===== src/rtl/sdi_rx_pkg.sv =====
package sdi_rx_pkg;
  typedef enum logic [1:0] {
    MODE_COMPAT  = 2'd0,
    MODE_NEW     = 2'd1,
    MODE_SHARED  = 2'd2,
    MODE_PASSIVE = 2'd3
  } rx_mode_e;

  localparam int unsigned PIN_W   = 7;
  localparam int unsigned P_CS    = 0;
  localparam int unsigned P_DCS   = 1;
  localparam int unsigned P_SCLK  = 2;
  localparam int unsigned P_SI    = 3;
  localparam int unsigned P_SDATA = 4;
  localparam int unsigned P_DCLK  = 5;
  localparam int unsigned P_BSYNC = 6;
  // selects idle high, all else low
  localparam logic [PIN_W-1:0] PIN_IDLE = 7'b000_0011;
endpackage


===== src/rtl/sdi_sync.sv =====
module sdi_sync #(
  parameter int unsigned W      = 1,
  parameter int unsigned STAGES = 2,
  parameter logic [W-1:0] RST_VAL = '0
) (
  input  logic         clk_i,
  input  logic         rst_ni,
  input  logic [W-1:0] d_i,
  output logic [W-1:0] q_o
);
  logic [W-1:0] stg_q [STAGES];

  always_ff @(posedge clk_i or negedge rst_ni) begin
    if (!rst_ni) begin
      for (int i = 0; i < STAGES; i++) stg_q[i] <= RST_VAL;
    end else begin
      stg_q[0] <= d_i;
      for (int i = 1; i < STAGES; i++) stg_q[i] <= stg_q[i-1];
    end
  end

  assign q_o = stg_q[STAGES-1];
endmodule


===== src/rtl/sdi_route.sv =====
module sdi_route
  import sdi_rx_pkg::*;
(
  input  logic             clk_i,
  input  logic             rst_ni,
  input  logic [1:0]       mode_i,
  input  logic [PIN_W-1:0] pins_i,
  output rx_mode_e         mode_o,
  output logic             sel_o,
  output logic             bit_o,
  output logic             strobe_o,
  output logic             align_o,
  output logic             start_ok_o,
  output logic             conflict_o
);
  logic [PIN_W-1:0] prev_q;
  rx_mode_e         mode_q;

  logic cs, dcs, sclk_rise, dclk_rise, dcs_fall, cs_rise, bsync_rise;
  logic sel;

  assign cs         = pins_i[P_CS];
  assign dcs        = pins_i[P_DCS];
  assign sclk_rise  = pins_i[P_SCLK]  & ~prev_q[P_SCLK];
  assign dclk_rise  = pins_i[P_DCLK]  & ~prev_q[P_DCLK];
  assign dcs_fall   = ~dcs & prev_q[P_DCS];
  assign cs_rise    = cs & ~prev_q[P_CS];
  assign bsync_rise = pins_i[P_BSYNC] & ~prev_q[P_BSYNC];
  assign conflict_o = ~cs & ~dcs;

  always_ff @(posedge clk_i or negedge rst_ni) begin
    if (!rst_ni) begin
      prev_q <= PIN_IDLE;
      mode_q <= MODE_COMPAT;
    end else begin
      prev_q <= pins_i;
      if (cs && dcs) mode_q <= rx_mode_e'(mode_i);
    end
  end

  always_comb begin
    sel        = 1'b0;
    bit_o      = pins_i[P_SI];
    strobe_o   = sclk_rise;
    align_o    = 1'b0;
    start_ok_o = 1'b1;
    case (mode_q)
      MODE_COMPAT: begin
        sel        = 1'b1;
        bit_o      = pins_i[P_SDATA];
        strobe_o   = dclk_rise;
        align_o    = bsync_rise;
        start_ok_o = pins_i[P_BSYNC];
      end
      MODE_NEW: begin
        sel     = ~dcs;
        align_o = dcs_fall;
      end
      MODE_SHARED: begin
        sel     = cs;
        align_o = cs_rise;
      end
      MODE_PASSIVE: begin
        sel      = ~dcs;
        bit_o    = pins_i[P_SDATA];
        strobe_o = dclk_rise;
        align_o  = dcs_fall;
      end
      default: ;
    endcase
  end

  assign sel_o  = sel & ~conflict_o;
  assign mode_o = mode_q;
endmodule


===== src/rtl/sdi_shift.sv =====
module sdi_shift #(
  parameter int unsigned BYTE_W = 8
) (
  input  logic              clk_i,
  input  logic              rst_ni,
  input  logic              strobe_i,
  input  logic              sel_i,
  input  logic              bit_i,
  input  logic              align_i,
  input  logic              start_ok_i,
  output logic [BYTE_W-1:0] byte_o,
  output logic              vld_o
);
  localparam int unsigned CNT_W = $clog2(BYTE_W);
  localparam logic [CNT_W-1:0] LAST = CNT_W'(BYTE_W - 1);

  logic [CNT_W-1:0]  cnt_q, cnt_eff;
  logic [BYTE_W-1:0] sh_q, sh_nxt;
  logic              take;

  assign cnt_eff = align_i ? '0 : cnt_q;
  assign take    = strobe_i & sel_i & ((cnt_eff != '0) | start_ok_i);
  assign sh_nxt  = {sh_q[BYTE_W-2:0], bit_i};

  always_ff @(posedge clk_i or negedge rst_ni) begin
    if (!rst_ni) begin
      cnt_q  <= '0;
      sh_q   <= '0;
      byte_o <= '0;
      vld_o  <= 1'b0;
    end else begin
      vld_o <= 1'b0;
      if (take) begin
        sh_q <= sh_nxt;
        if (cnt_eff == LAST) begin
          cnt_q  <= '0;
          byte_o <= sh_nxt;
          vld_o  <= 1'b1;
        end else begin
          cnt_q <= cnt_eff + 1'b1;
        end
      end else if (align_i) begin
        cnt_q <= '0;
      end
    end
  end
endmodule


===== src/rtl/sdi_rx.sv =====
module sdi_rx
  import sdi_rx_pkg::*;
#(
  parameter int unsigned SYNC_STAGES = 2,
  parameter int unsigned BYTE_W      = 8
) (
  input  logic              clk_i,
  input  logic              rst_ni,
  input  logic [1:0]        mode_i,
  input  logic              soft_rst_i,
  input  logic              cs_ni,
  input  logic              dcs_ni,
  input  logic              sclk_i,
  input  logic              si_i,
  input  logic              sdata_i,
  input  logic              dclk_i,
  input  logic              bsync_i,
  output logic              ctrl_sel_o,
  output logic [BYTE_W-1:0] byte_o,
  output logic              byte_vld_o,
  output logic              err_o
);
  logic [PIN_W-1:0] pins_raw, pins_s;
  rx_mode_e         mode_q;
  logic             sel, bit_s, strobe, align, start_ok, conflict;
  logic             cs_s, dcs_s, err_q;

  assign pins_raw = {bsync_i, dclk_i, sdata_i, si_i, sclk_i, dcs_ni, cs_ni};

  sdi_sync #(.W(PIN_W), .STAGES(SYNC_STAGES), .RST_VAL(PIN_IDLE)) i_sync (
    .clk_i (clk_i),
    .rst_ni(rst_ni),
    .d_i   (pins_raw),
    .q_o   (pins_s)
  );

  sdi_route i_route (
    .clk_i     (clk_i),
    .rst_ni    (rst_ni),
    .mode_i    (mode_i),
    .pins_i    (pins_s),
    .mode_o    (mode_q),
    .sel_o     (sel),
    .bit_o     (bit_s),
    .strobe_o  (strobe),
    .align_o   (align),
    .start_ok_o(start_ok),
    .conflict_o(conflict)
  );

  sdi_shift #(.BYTE_W(BYTE_W)) i_shift (
    .clk_i     (clk_i),
    .rst_ni    (rst_ni),
    .strobe_i  (strobe),
    .sel_i     (sel),
    .bit_i     (bit_s),
    .align_i   (align),
    .start_ok_i(start_ok),
    .byte_o    (byte_o),
    .vld_o     (byte_vld_o)
  );

  // conflict wins over a simultaneous soft reset
  always_ff @(posedge clk_i or negedge rst_ni) begin
    if (!rst_ni)          err_q <= 1'b0;
    else if (conflict)    err_q <= 1'b1;
    else if (soft_rst_i)  err_q <= 1'b0;
  end

  assign cs_s       = pins_s[P_CS];
  assign dcs_s      = pins_s[P_DCS];
  assign ctrl_sel_o = ~cs_s;
  assign err_o      = err_q;
endmodule


===== config.mk =====
export PLATFORM = sky130hd
export DESIGN_NAME = sdi_rx
export DESIGN_NICKNAME = d
export VERILOG_FILES = /design/src/rtl/sdi_rx_pkg.sv /design/src/rtl/sdi_sync.sv /design/src/rtl/sdi_route.sv /design/src/rtl/sdi_shift.sv /design/src/rtl/sdi_rx.sv
export SDC_FILE = /design/constraint.sdc
export NUM_CORES = 1
export LEC_CHECK = 0
export ABC_AREA = 1
export BUFFER_PORTS_ARGS = -buffer_cell sky130_fd_sc_hd__buf_2
export CAP_MARGIN = 20
export CORE_MARGIN = 4
export CORE_UTILIZATION = 51
export DETAILED_ROUTE_END_ITERATION = 8
export PLACE_DENSITY = 0.72
export SYNTH_ARGS = -nofsm -noshare
export SYNTH_HDL_FRONTEND = slang
export SYNTH_HIERARCHICAL = 1
export SYNTH_SLANG_ARGS = --single-unit

===== constraint.sdc =====
create_clock -name clk_i -period 3.24 [get_ports clk_i]
set_clock_uncertainty 0.1 [all_clocks]
set_input_delay 0.486 -clock clk_i [delete_from_list [all_inputs] [get_ports clk_i]]
set_output_delay 0.486 -clock clk_i [all_outputs]
set_load 0.05 [all_outputs]

# Word level (Yosys, flattened, before mapping)
# Cells that the tools add are included.
# op_classes
n_addsub	1
n_eq_ne	4
muxes	12
bitwise	17
reduce_logical	7
# ops
operator	n
$and 1x1->1	9
$mux 3	3
$mux 1	7
$not 1->1	7
$pmux 1 s3	2
$eq 2x2->1 const B	2
$reduce_or 2->1	2
$add 3x1->3 const B	1
$eq 3x3->1 const B	1
$reduce_bool 3->1	1
$eq 2x1->1 const B	1
$logic_not 2->1	1
$reduce_and 2->1	1
$reduce_bool 2->1	1
$logic_and 1x1->1	1
$or 1x1->1	1
# word_totals
register_bits	43
in_bits	12
word_cells	50

# Logic depth before layout (Yosys ltp)
# Gate-level depths: netlist (run 1).
# logic_depth
ltp_word	8
ltp_mapped	18

# By module
# Netlist (run 1), hierarchy kept.
# by_module_without_submodules
mod	instances	cells_per_inst	area_each_um2	seq_area_each_um2
sdi_shift	1	95	883.3	475.5
sdi_sync	1	21	407.9	355.3
sdi_route	1	42	374.1	177.7
sdi_rx	1	6	43.8	25.0

# Least setup slack after synthesis (run 1)
# OpenSTA, ideal clock, no wires.
# synth_timing
path_kind	register to register
from	reg i_route.mode_q[1] (netlist: i_route/mode_o[1])
to	reg i_shift.byte_o[0]
arrival_time_ns	1.757
required_ns	3.021
path_slack_ns	1.263
stages_incl_launch_ff	18
n_path_buf	1
synth_period_minus_slack_ns	1.977
path_cell_list	dfrtp_1 inv_1 ha_1 inv_1 nand2_1 nand2_1 nand2_1 nand2_1 nand2_1 inv_2 nand2_1 inv_1 ha_1 ha_1 buf_2 nand3_4 nand2_1 nand2_1
# synth_via
elab_chain_len	8
elab_cells_between_ends	19
cone_classes	eq/ne: 4; mux: 6; bitwise: 4; reduce/logical: 5
# synth_rtl
item	line	rtl
start, declared	sdi_route.sv:17	rx_mode_e mode_q;
start signal, assigned	sdi_route.sv:37	if (cs && dcs) mode_q <= rx_mode_e'(mode_i);
$eq 2x1->1 or $eq 2x2->1 (tied branches)	sdi_route.sv:47	case (mode_q)
$reduce_or 2->1 (no line)	--	
$pmux 1 s3 (*)	sdi_route.sv:47	
net align	sdi_rx.sv:25	logic sel, bit_s, strobe, align, start_ok, conflict;
$mux 3 (*)	--	
$reduce_bool 3->1	sdi_shift.sv:22	assign take = strobe_i & sel_i & ((cnt_eff != '0) | start_ok_i);
$or 1x1->1	sdi_shift.sv:22	
$and 1x1->1	sdi_shift.sv:22	
$reduce_and 2->1 (no line) (*)	--	
end signal, assigned	sdi_shift.sv:37	byte_o <= sh_nxt;
end, declared	sdi_shift.sv:11	output logic [BYTE_W-1:0] byte_o,
# Mark *: on every way through the listed nets, which the timed path passes. The rest lies on a longest branch.
# A chain may end at the register's enable or synchronous reset.

# Final worst setup path (run 1)
# layout_timing
from	reg i_route.mode_q[1] (netlist: i_route/mode_o[1])
to	reg i_shift.byte_o[3]
# Same word-level chain as after synthesis.

==> results of run 1 <==
[state kept, by name, summed over array words and instances, names as in the netlist]
signal	count
i_shift/byte_o	8
i_shift/sh_q	7
i_route/mode_o	2
i_shift/cnt_q	3
i_route/prev_q	5
err_o	1
i_sync/q_o	7
i_shift/vld_o	1
i_sync/stg_q	7
[metal layers]
metal | vias to the layer above | wire length, um | GRT usage
li1 | 536 | - | -
met1 | 475 | 1120 | 0.176
met2 | 27 | 1190 | 0.215
met3 | 4 | 152 | 0.0306
met4 | 0 | 31 | 0.0829
met5 | - | 0 | 0
[cells in the final DEF, fill, tap and decap left out, drive strengths merged]
cell type | netlist | routed
dfrtp | 35 | 35
dfstp | 6 | 6
clkinvlp | 0 | 1
buf | 12 | 22
inv | 19 | 19
nand2 | 51 | 51
a21oi | 4 | 4
bufinv | 0 | 1
nand3 | 11 | 11
clkbuf | 0 | 6
o21ai | 1 | 1
nand3b | 2 | 2
nor2 | 6 | 6
mux2 | 1 | 1
nand4 | 8 | 8
ha | 7 | 7
o31ai | 1 | 1
[Yosys cell counts, drive strengths merged]
master,n,area (um2)
dfstp,6,158
nor2,6,30.0
mux2,1,15.0
dfrtp,35,876
o31ai,1,7.51
nand4,8,50.1
inv,19,71.3
o21ai,1,5.00
ha,7,87.6
buf,12,90.1
a21oi,4,20.0
nand3,11,67.6
nand2,51,216
nand3b,2,15.0
[path summary, 6_finish.rpt]
kind / start / slack (ps) / depth (start not counted) / end
setup / recovery: i_route/mode_o[1] / 980 / 16 / i_shift/byte_o[3]
hold / removal: rst_ni / 130 / 1 / err_o
setup reg to reg: i_route/mode_o[1] / 980 / 16 / i_shift/byte_o[3]
hold reg to reg: i_sync/stg_q[8] / 260 / 0 / i_sync/q_o[1]
max in group asynchronous: rst_ni / 2370 / 1 / i_shift/cnt_q[2]
min in group clk_i: cs_ni / 130 / 1 / i_sync/stg_q[7]
[cell type report]
type	instances	share of cell area
clock buffers	6	0.0274
repair buffers	22	0.0588
multi-input cells	92	0.275
inverters	19	0.0381
clock inverters	2	0.0200
well taps	44	0.0294
flip-flops and latches	41	0.552
[worst max-delay path, cell delays in order, from the launching register on]
cell	delay, ps
dfrtp_1	400
inv_1	90
ha_1	180
inv_1	50
nand2_1	60
nand2_1	60
nand2_1	40
nand2_1	50
nand2_1	50
inv_2	80
nand2_1	100
inv_1	90
ha_1	150
ha_1	350
nand3_4	170
nand2_1	90
nand2_1	50
[power breakdown]
group | internal (mW) | switching [mW]
Clock | 0.183 | 0.159
Sequential | 0.574 | 0.0416
Combinational | 0.0531 | 0.0978
[logic make-up (layout without fill, tap and decap cells)]
logic type | Yosys count | count (layout)
AOI/OAI and AO/OA | 6 | 6
buffers and inverters | 31 | 49
adders and majority gates | 7 | 7
and+or+nand+nor | 78 | 78
muxes | 1 | 1
DFF | 41 | 41
[per-stage QoR]
stage	util	total power, mW	hold WS (ps)
3_3_place_gp	0.570	0.766	233
5_1_grt	0.599	1.18	87.7
6_report	0.599	1.11	126
4_1_cts	0.599	1.13	99.5
2_1_floorplan	-	0.737	90.4
3_5_place_dp	0.570	0.779	240
==> flow_summary.ini, run 1 <==
[status]
status = finished, final reports clean

[final_layout]
fin_nets = 200
seq_area_um2 = 1030
stdcell_area_um2 = 1870
syn_to_final_growth_pct = 9.59
multi_input_area_um2 = 514
fin_cells = 226
drive_above_1_share = 0.253
antenna_cells = 0
nFillCells = 271

[global_route]
grt_max_degree = 42
grt_pass1_wl_um = 4510
antenna_found_initial = 0
grt_usage = 0.139
grt_overflow = 0
grt_pass1_vias = 1033

[timing]
fin_crit_sh = 0.696
hold_violations = 0
fin_ws_ps = 983
fin_crit_ps = 2260
relSlewSlack = 0.431
tns_ps = 0
finalMaxSlewViolations = 0
worst_pin_slew_ps = 854
clock.fmax_ghz = 0.443
setup_viol = 0
rsz0062_at_grt = no

[detailed_routing]
drcViolationCount = 0
drt-pass1-iter-count = 4
ant_nets = 0
dr_total_vias = 1042
wl_per_cell_um = 11.1
drt-total-wl_um = 2500
first_iter_violations = 52
via_per_inst = 4.61

[worst_setup_path]
critPathKind = flip-flop to flip-flop
cp.arrival_ps = 2400
startpoint_type = flip-flop
required_ps = 3380
end_kind = flip-flop
cp_max_fo = 9

[placement]
placed_cells = 218
gp_congestion = 0.714
place_ws_ps = 1010
placed_cell_area_um2 = 1780
hpwl_um = 1810
portBuffers = 22

[logic_synthesis]
yosys.area_share.simple = 0.222
synth_top_family_by_area = simple AND/OR/NAND/NOR gates
ys_seq_area_frac = 0.605
synth_seq_cells = 41
synth.avg_cell_area_um2 = 10.4
yosys_warnings = 6
synth-xor-area-share = 0
synth_cell_type_count = 21
synth_fa_ha_area_frac = 0.0512
syn-cell-area_um2 = 1710
synth-compound-area-share = 0.0190
syn-num-nets = 183
syn_inst = 164
synth.area.mux_share = 0.00878

[floorplan]
die_w_um = 65.9
start_util = 0.546
rows = 20
core_um2 = 3130
io-pin-count = 23
dieArea_um2 = 4340
die_h_um = 65.9

[min_path]
min_path_type = input port to async pin

[power]
irDropWorstVdd_uv = 338
p_leak_nw = 1.04
power_density_nw_per_um2 = 592

[cts]
cts_tree = built
hold_buffers = 0
h-tree-depth = 2
cts_buffer_depth = 2
cts_root_buffer = clkbuf_4
post_cts_buffers = 0
clk_latency_ps = 340
clk_pin_slew_ps = 110
numCtsBuffers = 5
clkSinkCount = 41
cts-resized-gates = 0

[job]
drv_cap = 0
Power figures use the tool's default switching activity.
==> run 2, diff against run 1 <==
==> constraint.sdc (replaced) <==
create_clock -name clk_i -period 2.1 [get_ports clk_i]
set_clock_uncertainty 0.1 [all_clocks]
set_input_delay 0.315 -clock clk_i [delete_from_list [all_inputs] [get_ports clk_i]]
set_output_delay 0.315 -clock clk_i [all_outputs]
set_load 0.05 [all_outputs]
==> flow_summary.ini, run 2 (synthesis results as in run 1) <==
[power]
power_density_nw_per_um2 = 784
intPower_mw = 1.20
clkPwrFrac = 0.230
p_sw_uw = 492
seq_power_share = 0.569
p_leak_nw = 1.12
switching_share = 0.291
irDropWorstVdd_uv = 428
total_power_mw = 1.69
combPwrFrac = 0.201

[final_layout]
drive_above_1_share = 0.389
final_cell_mix = nand2_1 (42), dfrtp_1 (34), buf_2 (22)
largest_reg_flops = 8
syn_to_final_growth_pct = 26.0
largest_register = i_shift/byte_o
nFillCells = 231
antenna_cells = 0
fin_cells = 247
final_common_cell = nand2_1
fin_nets = 221

[worst_setup_path]
cp.arrival_ps = 2240
reg2reg_depth = 15
cp_max_fo = 6
critPathBufInv = 6
end_kind = flip-flop
critical_path.max_stage_delay_ps = 410
critical-path-slowest-cell = dfrtp_1
r2r-start = i_route/mode_o[1]
cp_cell_sequence = inv_2, buf_4, ha_2, inv_1, nand2_1, nand2_1, inv_2, nand2_4, ha_4, inv_2, nor2_4, nand2_4, buf_12, nand4_1, nand2_1
required_ps = 2230
critPathKind = flip-flop to flip-flop
path_delay_family = simple AND/OR/NAND/NOR gates
worstReg2RegEnd = i_shift/byte_o[5]
startpoint_type = flip-flop
r2r_setup_slack_ps = -6

[detailed_routing]
drcViolationCount = 0
drt-pass1-iter-count = 4
wl_per_cell_um = 12.2
ant_nets = 0
first_iter_violations = 76
via_per_inst = 4.80
drt-total-wl_um = 3020
dr_total_vias = 1186

[min_path]
holdPathStages = 4
min_path_type = input port to flip-flop
worstHoldEndpoint = err_o
worstHoldStart = soft_rst_i

[global_route]
grt_pass1_wl_um = 4990
grt_usage = 0.154
grt_max_degree = 42
grt_overflow = 0
grt_pass1_vias = 1166
antenna_found_initial = 0

[timing]
fin_ws_ps = -5.56
hold_ws_ps = 91.4
worst_pin_slew_ps = 480
relSlewSlack = 0.680
hold_violations = 0
clock.fmax_ghz = 0.475
fin_crit_sh = 1.00
rsz0062_at_grt = yes
setup_viol = 1
fin_crit_ps = 2110
tns_ps = -5.56
finalMaxSlewViolations = 0

[placement]
placed_cells = 223
gp_congestion = 0.712
portBuffers = 22
hpwl_um = 1860

[cts]
h-tree-depth = 2
cts_buffer_depth = 2
clk_pin_slew_ps = 110
clkSinkCount = 41
cts_root_buffer = clkbuf_4
cts_tree = built
clk_latency_ps = 330
numCtsBuffers = 5

[status]
status = complete, but fails checks
violations = negative setup slack

[floorplan]
rows = 20
core_um2 = 3130
start_util = 0.546
io-pin-count = 23
dieArea_um2 = 4340
die_w_um = 65.9
die_h_um = 65.9

[job]
drv_cap = 0
run 2: layer usage:
metal / GRT usage / wire length (um) / part of all wire
met5: 0 / 0 / 0
met1: 0.183 / 1320 / 0.44
met3: 0.0561 / 112 / 0.037
met4: 0.0622 / 44 / 0.015
met2: 0.253 / 1550 / 0.51
run 2: worst max-delay path by stage:
stage / start / endpoint / slack, ps / cells after the start
6_report: i_route/mode_o[1] / i_shift/byte_o[5] / -6 / 15
5_1_grt: i_route/mode_o[1] / i_shift/byte_o[5] / -140 / 17
4_1_cts: i_route/mode_o[1] / i_shift/byte_o[2] / 6 / 16
3_5_place_dp: i_route/mode_o[1] / i_shift/byte_o[2] / -30 / 16
3_3_place_gp: i_route/mode_o[1] / i_shift/byte_o[2] / 60 / 16
2_1_floorplan: i_route/mode_o[1] / i_shift/byte_o[0] / 120 / 17
run 2: area by class of cell:
type,instances,area (um2),share of cell area
timing repair buffer,41,293,0.136
inverter,19,73.8,0.0343
multi-input combinational,94,638,0.296
clock buffer,8,58.8,0.0273
tap,44,55.1,0.0256
sequential,41,1030,0.481
run 2: through the flow:
stage | util | area (um2) | setup slack [ps]
2_1_floorplan | - | 1710 | 123
3_3_place_gp | 0.582 | 1820 | 56.3
3_5_place_dp | 0.582 | 1820 | -31.6
4_1_cts | 0.638 | 2000 | 5.77
5_1_grt | 0.688 | 2150 | -136
6_report | 0.688 | 2150 | -5.56
run 2: power groups by stage:
stage,Combinational [mW],Sequential (mW),Clock (mW)
floorplan,0.191,0.947,0
global placement,0.231,0.957,0
detailed placement,0.245,0.962,0
CTS,0.269,0.947,0.404
global route,0.385,0.974,0.455
finish,0.340,0.961,0.388
run 2: tightest hold or removal path, cell delays in order:
cell	delay (ps)
buf_2	70
inv_1	30
nand2_1	40
nand2_1	40
run 2: what timing repair did:
item / 4_1_cts / 5_1_grt
gates resized for setup: 3 / 31
buffers inserted: 2 / 4
hold buffers: 8 / 0
endpoints found under the hold margin: 42 / 0
pin swaps: 1 / 13
cloned: 1 / 1
endpoints found under the setup margin: 12 / 19
==> run 3, diff against run 2 <==
--- a/config.mk
+++ b/config.mk
@@ -11,6 +11,7 @@
 export CORE_MARGIN = 4
 export CORE_UTILIZATION = 51
 export DETAILED_ROUTE_END_ITERATION = 8
+export GPL_TIMING_DRIVEN = 0
 export PLACE_DENSITY = 0.72
 export SYNTH_ARGS = -nofsm -noshare
 export SYNTH_HDL_FRONTEND = slang
==> flow_summary.ini, run 3 (synthesis results as in run 1) <==
[timing]
clock.fmax_ghz = 0.466
fin_crit_ps = 2150
tns_ps = -241
rsz0062_at_grt = yes
worst_pin_slew_ps = 866
finalMaxSlewViolations = 0
relSlewSlack = 0.422
fin_ws_ps = -45.5
hold_violations = 0
setup_viol = 14
hold_ws_ps = 74.2
fin_crit_sh = 1.02

[floorplan]
io-pin-count = 23
start_util = 0.546
die_w_um = 65.9
dieArea_um2 = 4340
die_h_um = 65.9
rows = 20
core_um2 = 3130

[global_route]
grt_overflow = 0
antenna_found_initial = 0
grt_usage = 0.182
grt_max_degree = 42
grt_pass1_vias = 1273
grt_pass1_wl_um = 5820

[final_layout]
fin_nets = 225
largest_register = i_shift/byte_o
fin_cells = 251
stdcell_area_um2 = 2220
syn_to_final_growth_pct = 29.9
largest_reg_flops = 8
utilization = 0.710
final_common_cell = nand2_1
drive_above_1_share = 0.386
final_cell_mix = nand2_1 (44), dfrtp_1 (33), buf_2 (24)
nFillCells = 233
antenna_cells = 0

[min_path]
worstHoldStart = soft_rst_i
holdPathStages = 4
worstHoldEndpoint = err_o
min_path_type = input port to flip-flop

[worst_setup_path]
end_kind = flip-flop
critPathKind = flip-flop to flip-flop
required_ps = 2250
startpoint_type = flip-flop
worstReg2RegEnd = i_shift/byte_o[6]
r2r_setup_slack_ps = -50
r2r-start = i_route/mode_o[1]
cp.arrival_ps = 2290
cp_max_fo = 6
reg2reg_depth = 16

[detailed_routing]
drt-total-wl_um = 3370
drt-pass1-iter-count = 4
drcViolationCount = 0
dr_total_vias = 1243
ant_nets = 0
via_per_inst = 4.95
wl_per_cell_um = 13.4
first_iter_violations = 53

[power]
switching_share = 0.284
p_leak_nw = 1.17
seq_power_share = 0.515
clkPwrFrac = 0.285
p_sw_uw = 527
irDropWorstVdd_uv = 536
power_density_nw_per_um2 = 837
combPwrFrac = 0.200
intPower_mw = 1.33
total_power_mw = 1.86

[status]
violations = negative setup slack
status = complete, but fails checks

[cts]
clk_latency_ps = 350
clkSinkCount = 41
clk_pin_slew_ps = 120
cts_root_buffer = clkbuf_4
h-tree-depth = 2
cts_buffer_depth = 2
cts_tree = built
numCtsBuffers = 5

[placement]
placed_cells = 230
hpwl_um = 1970
placed_cell_area_um2 = 1870
place_ws_ps = -122
portBuffers = 22
gp_congestion = 0.785

[job]
drv_cap = 0
## run 3: changes by cell type in the layout (fill, tap and decap cells not counted), moves of 2 or more
cell / change
inv_2: -4
buf_4: +3
nand2_2: -3
buf_2: +2
inv_1: +2
inv_4: +2
nand2_1: +2
## run 3: worst max-delay path by stage
stage	endpoint	start	slack, ps	cells after the start
after floorplan	i_shift/byte_o[0]	i_route/mode_o[1]	120	17
after global placement	i_shift/byte_o[6]	i_route/mode_o[1]	-30	17
after detailed placement	i_shift/byte_o[6]	i_route/mode_o[1]	-120	17
after CTS	i_shift/byte_o[2]	i_route/mode_o[1]	9	18
after global routing	i_shift/byte_o[7]	i_route/mode_o[1]	-170	17
final	i_shift/byte_o[6]	i_route/mode_o[1]	-50	16
## run 3: what timing repair did
item | CTS | global route
endpoints found under the hold margin | 42 | 0
resized for setup | 15 | 17
endpoints found under the setup margin | 13 | 19
hold buffers | 8 | 0
pin swaps | 2 | 6
setup buffers | 0 | 2
gates cloned | 3 | 0
## run 3: critical path, stage by stage (launching register included)
cell      delay (ps)
dfrtp_2          440
buf_4            150
ha_4             150
nand3b_1          90
nand2_1           70
nand2_1           50
nand2_1           60
inv_2            110
nand2_4           90
ha_4             170
inv_4             50
nor2_4            40
nand2_4           80
buf_8            130
nand3_4          110
nand2_1           80
nand2_1           60
## run 3: per-layer routing
metal,vias up,global-route usage,wire [um],part of all wire
met5,-,0,0,0
met3,7,0.0629,152,0.045
met1,603,0.209,1380,0.41
li1,597,-,-,-
met4,0,0.0829,78,0.023
met2,36,0.305,1760,0.52
## run 3: power by group through the flow
stage / Combinational, mW / Sequential [mW] / Clock [mW]
floorplan: 0.191 / 0.947 / 0
global placement: 0.249 / 0.951 / 0
global route: 0.418 / 0.965 / 0.589
CTS: 0.310 / 0.947 / 0.544
finish: 0.372 / 0.956 / 0.529
detailed placement: 0.266 / 0.961 / 0
## run 3: area by class of cell
cell class | instances | area (um2) | area share
Sequential cell | 41 | 1040 | 0.467
Tap cell | 44 | 55.1 | 0.0248
Clock buffer | 7 | 55.1 | 0.0248
Inverter | 19 | 78.8 | 0.0355
Multi-Input combinational cell | 93 | 623 | 0.281
Buffer | 12 | 98.8 | 0.0445
Timing Repair Buffer | 34 | 243 | 0.109
Clock inverter | 1 | 30.0 | 0.0135
